## src/rtl/bridge_rst_ctl.sv

```systemverilog
module bridge_rst_ctl #(
  parameter int unsigned ADDR_W   = 8,
  parameter int unsigned DATA_W   = 32,
  parameter int unsigned NUM_BR   = 3,
  parameter int unsigned CTL_OFS  = 'h1C,
  parameter int unsigned MASK_OFS = 'h20
) (
  input  logic              clk,
  input  logic              cold_rst_n,
  input  logic              warm_rst,
  input  logic [ADDR_W-1:0] addr,
  input  logic              wr_en,
  input  logic [DATA_W-1:0] wdata,
  input  logic              rd_en,
  output logic [DATA_W-1:0] rdata,
  output logic [NUM_BR-1:0] bridge_rst
);

  localparam logic [ADDR_W-1:0] CTL_A  = ADDR_W'(CTL_OFS);
  localparam logic [ADDR_W-1:0] MASK_A = ADDR_W'(MASK_OFS);

  logic [NUM_BR-1:0] ctl_q, mask_q;
  logic hit_ctl, hit_mask;

  assign hit_ctl    = (addr == CTL_A);
  assign hit_mask   = (addr == MASK_A);
  assign bridge_rst = ctl_q;

  always_ff @(posedge clk or negedge cold_rst_n)
    if (!cold_rst_n)             ctl_q <= '1;
    else if (warm_rst)           ctl_q <= ctl_q | mask_q;
    else if (wr_en && hit_ctl)   ctl_q <= wdata[NUM_BR-1:0];

  always_ff @(posedge clk or negedge cold_rst_n)
    if (!cold_rst_n)             mask_q <= '1;
    else if (wr_en && hit_mask)  mask_q <= wdata[NUM_BR-1:0];

  always_ff @(posedge clk or negedge cold_rst_n)
    if (!cold_rst_n)             rdata <= '0;
    else if (!rd_en)             rdata <= '0;
    else if (hit_ctl)            rdata <= DATA_W'(ctl_q);
    else if (hit_mask)           rdata <= DATA_W'(mask_q);
    else                         rdata <= '0;

endmodule


```

## config.mk

```make
export PLATFORM = sky130hd
export DESIGN_NAME = bridge_rst_ctl
export DESIGN_NICKNAME = d
export VERILOG_FILES = /design/src/rtl/bridge_rst_ctl.sv
export SDC_FILE = /design/constraint.sdc
export NUM_CORES = 1
export LEC_CHECK = 0
export BUFFER_PORTS_ARGS = -buffer_cell sky130_fd_sc_hd__buf_4
export CAP_MARGIN = 25
export CORE_MARGIN = 4
export CORE_UTILIZATION = 33
export CTS_CLUSTER_DIAMETER = 100
export DETAILED_ROUTE_END_ITERATION = 12
export PLACE_DENSITY = 0.83
export SYNTH_ARGS = -nofsm -noshare
export SYNTH_HDL_FRONTEND = slang
export SYNTH_SLANG_ARGS = --single-unit
```

## constraint.sdc

```tcl
create_clock -name clk -period 1.2 [get_ports clk]
set_input_delay 0.06 -clock clk [delete_from_list [all_inputs] [get_ports clk]]
set_output_delay 0.06 -clock clk [all_outputs]
set_load 0.02 [all_outputs]
```

# Yosys cells after proc, flatten, opt, wreduce, memory -nomap -nowiden
# Index checks and enable logic that the tools add are counted.
[totals] regBits=38 input_bits=45 out_inout_bits=35 wordCells=14
[classes] bitwise=1 eq_ne=2 reduce_logical=3 mux=5
[op_table] cell="$mux W3" count=5
[op_table] cell="$eq A8 B5 Y1 const B" count=1
[op_table] cell="$eq A8 B6 Y1 const B" count=1
[op_table] cell="$or A3 B3 Y3" count=1
[op_table] cell="$logic_and A1 B1 Y1" count=2
[op_table] cell="$reduce_bool A2 Y1" count=1

# Logic depth before layout (Yosys ltp)
[depth] depth_word=4 mapped_depth=4 depth_no_buf=3

# Least setup slack after synthesis
# OpenSTA, ideal clock, no wires.
[synth_path] path_type="input port to flip-flop" start="in addr[7]" end="reg mask_q[0]" path_stages=3 path_slack_ns=0.236 n_path_buf=0 setup_time_ns=0.082 arrival_time_ns=0.882 required_time_ns=1.118 path_cell_list="nor4_4 nand3_4 mux2_4"
[synth_between] elab_chain_len=2
[synth_lines] element="from (decl)" line_no="11" text="input logic [ADDR_W-1:0] addr,"
[synth_lines] element="$eq A8 B6 Y1" line_no="26" text="assign hit_mask = (addr == MASK_A);"
[synth_lines] element="$logic_and A1 B1 Y1" line_no="36" text="else if (wr_en && hit_mask) mask_q <= wdata[NUM_BR-1:0];"
[synth_lines] element="to (signal assigned)" line_no="36"
[synth_lines] element="to (decl)" line_no="22" text="logic [NUM_BR-1:0] ctl_q, mask_q;"
# Every way passes these cells.
# A chain may end at the register's enable or synchronous reset.

# Worst setup path in the final report
[layout_path] start="reg ctl_q[2], in the netlist bridge_rst[2]" end="out bridge_rst[2]"
[layout_lines] element="from (decl)" line_no="22"
[layout_lines] element="from (signal assigned)" line_no="31" text="else if (warm_rst) ctl_q <= ctl_q | mask_q;"
[layout_lines] element="from (signal assigned)" line_no="32" text="else if (wr_en && hit_ctl) ctl_q <= wdata[NUM_BR-1:0];"
[layout_lines] element="to (decl)" line_no="16" text="output logic [NUM_BR-1:0] bridge_rst"
# No word-level cell between the ends.

==> impl_metrics.py <==
metrics = {
    "status": {
        "status": "finished, final reports clean",
    },
    "die": {
        "boundaryPins": 80,
        "core_area_um2": 1980,
        "die_w_um": 53.8,
        "core.rowCount": 16,
        "start_util_pct": 34.9,
        "dieArea_um2": 2890,
        "dieHeight_um": 53.8,
    },
    "finish": {
        "diodes": 0,
        "areaGrowthSynthToFinish_pct": 17.2,
        "final_nets": 137,
        "layout-drive-gt1-share_pct": 40.7,
        "finalNonFillerCells": 118,
    },
    "drt": {
        "drtIter0Drc": 4,
        "drc": 0,
        "postRouteAntennaNets": 0,
        "routed_wl_um": 1240,
        "wl_per_cell_um": 10.5,
        "vias_per_cell": 3.81,
        "drt_pass1_iterations": 3,
        "dr_total_vias": 449,
    },
    "cts": {
        "numCtsBuffers": 3,
        "cts_tree": "done",
        "clk_pin_slew_worst_paths_ns": 0.06,
        "clk_latency_ns": 0.27,
        "cts.sinks": 9,
        "ctsHtreeMaxLevel": 1,
        "cts_resized": 0,
        "cts-root-buf": "clkbuf_4",
        "cts_buffer_depth": 2,
    },
    "power": {
        "p_int_uw": 607,
        "swShare_pct": 35.5,
        "powerDensity_nw_per_um2": 1160,
        "clkPwrFrac_pct": 26.0,
        "p_leak_uw": 0.000418,
        "combPwrFrac_pct": 31.4,
        "pwr-share-seq_pct": 42.5,
        "vdd_ir_drop_max_mv": 0.379,
        "p_sw_uw": 334,
    },
    "worst_setup_path": {
        "setup.worst_path.class": "reg2out",
        "r2r-start": "bridge_rst[2]",
        "critical_path_arrival_ns": 0.96,
        "cp_cell_sequence": "buf_4",
        "max_stage_delay_ns": 0.55,
        "start_kind": "register",
        "worstSetupEndpointType": "primary output",
        "cp_top_family": "flip-flops",
        "regToRegSetupSlack_ns": 0.32,
        "r2r-end": "bridge_rst[2]",
        "cp_slowest_cell": "dfstp_2",
        "cp.depth": 1,
        "startpoint": "bridge_rst[2]",
        "crit_path_end": "bridge_rst[2]",
        "cp_max_fo": 4,
        "required_ns": 1.14,
        "r2r_cells": 2,
        "path_buf_inv": 1,
    },
    "timing": {
        "setup_ws_ns": 0.179,
        "finalCriticalPeriod_ns": 1.02,
        "timing.hold.ws_ns": 0.00289,
        "hold_viol": 0,
        "setup_tns_ns": 0,
        "setup_viol": 0,
        "drv_slew": 0,
        "rsz0062_at_grt": "no",
        "max_clock_freq_mhz": 979,
        "finClkSkew_ns": 0.00221,
        "period_share_pct": 85.1,
    },
    "synth": {
        "synth_cell_type_count": 20,
        "synthArstFlopShare_pct": 100,
        "synth-seq-cells": 9,
        "synth_edf_count": 0,
        "avgSynthCellArea_um2": 10.5,
        "syn_area_um2": 692,
        "ys.flop_type": "dfstp_2",
        "ys_warn_count": 0,
        "netlist_instances": 66,
        "seq_area_frac_synth_pct": 33.6,
    },
    "grt": {
        "antenna_found_initial": 0,
        "grt_max_degree": 10,
        "grt_pass1_vias": 415,
        "grt_overflow_total": 0,
        "grt_util_all_layers_pct": 9.00,
        "grt_pass1_wl_um": 1750,
    },
    "hold_path": {
        "hold_class": "in2reg",
    },
    "run": {
        "maxCapViolations": 0,
    },
    "placement": {
        "placed_cells": 113,
        "place_hpwl_um": 1040,
        "io_buffers": 21,
        "place_congestion": 0.747,
        "preCtsSetupSlack_ns": 0.0282,
    },
}
[synth_stat cells (all sizes together), types with 2 or more instances]
cell	instances	area share, %
a22oi	3	3.3
mux2	3	6.5
mux2i	2	2.9
dfstp	6	23
nor2	4	2.2
buf	29	31
nand2	2	1.1
dfrtp	3	11
a21oi	2	1.4
nand3	2	3.3
inv	2	1.1
[logic make-up after synthesis]
family,share of synthesized area [%]
other,0.542
buffers and inverters,33.1
multiplexers,9.40
AO/OA/AOI/OAI,7.59
AND/OR/NAND/NOR,15.7
flip-flops,33.6
[layer usage]
metal  up-vias  global-route usage (%)  routed length [µm]
met3         3                    4.16                 129
met4         0                    6.38                  25
met5         -                       0                   0
met1       207                    8.77                 411
met2        25                    14.9                 671
li1        214                       -                   -
[cells in the final DEF, fill, tap and decap left out]
cell type	Yosys	layout
nand2_1	2	2
conb_1	1	29
and4b_1	1	1
nand4b_1	1	1
dlygate4sd3_1	0	1
inv_1	2	2
nand3_4	1	1
a311o_1	1	1
dfstp_2	6	6
nor4_4	1	1
nor4b_4	1	1
nor2_1	4	4
mux2_4	3	3
a21oi_1	2	2
nand3_1	1	1
mux2i_1	2	2
buf_4	29	22
clkbuf_4	0	3
clkbuf_1	1	1
dfrtp_1	3	3
o311a_1	1	1
a22oi_1	3	3
[final cells by class]
cell class,instances,area [µm²]
clock buffer,4,26.3
timing repair buffer,23,175
inverter,2,7.51
fill,203,1170
multi-input combinational,53,335
tap,27,33.8
sequential,9,233
[sequential cells by signal, summed over array words and instances, names as in the netlist]
name and cells:
bridge_rst 3, mask_q 3, rdata 3
[repair_timing]
action                                 in CTS  in global routing
setup buffers                               0                  0
hold buffers                                1                  0
endpoints found under the hold margin       9                  0
[stage by stage]
step	util, %	instance area, µm²	total power (µW)
2_1_floorplan	-	797	647
3_3_place_gp	39.1	774	690
3_5_place_dp	39.1	774	697
4_1_cts	40.9	811	943
5_1_grt	40.9	811	984
6_report	40.9	811	940
[worst min path at each step]
stage                    end  slack (ns)       start  cells after the start
2_1_floorplan       rdata[0]       -0.24  cold_rst_n                      0
5_1_grt        bridge_rst[1]        0.03    wdata[1]                      3
3_5_place_dp        rdata[2]       -0.11  cold_rst_n                      1
3_3_place_gp        rdata[2]       -0.12  cold_rst_n                      1
6_report       bridge_rst[1]       0.003    wdata[1]                      3
4_1_cts        bridge_rst[1]       0.003    wdata[1]                      3
[power groups by stage]
stage / clock network, µW / logic (µW) / registers [µW]
after floorplan: 0 / 209 / 438
after global placement: 0 / 287 / 403
after detailed placement: 0 / 293 / 404
after CTS: 249 / 295 / 399
after global routing: 259 / 320 / 405
final: 245 / 295 / 400
Note: power is estimated with default switching activity, not from simulation.
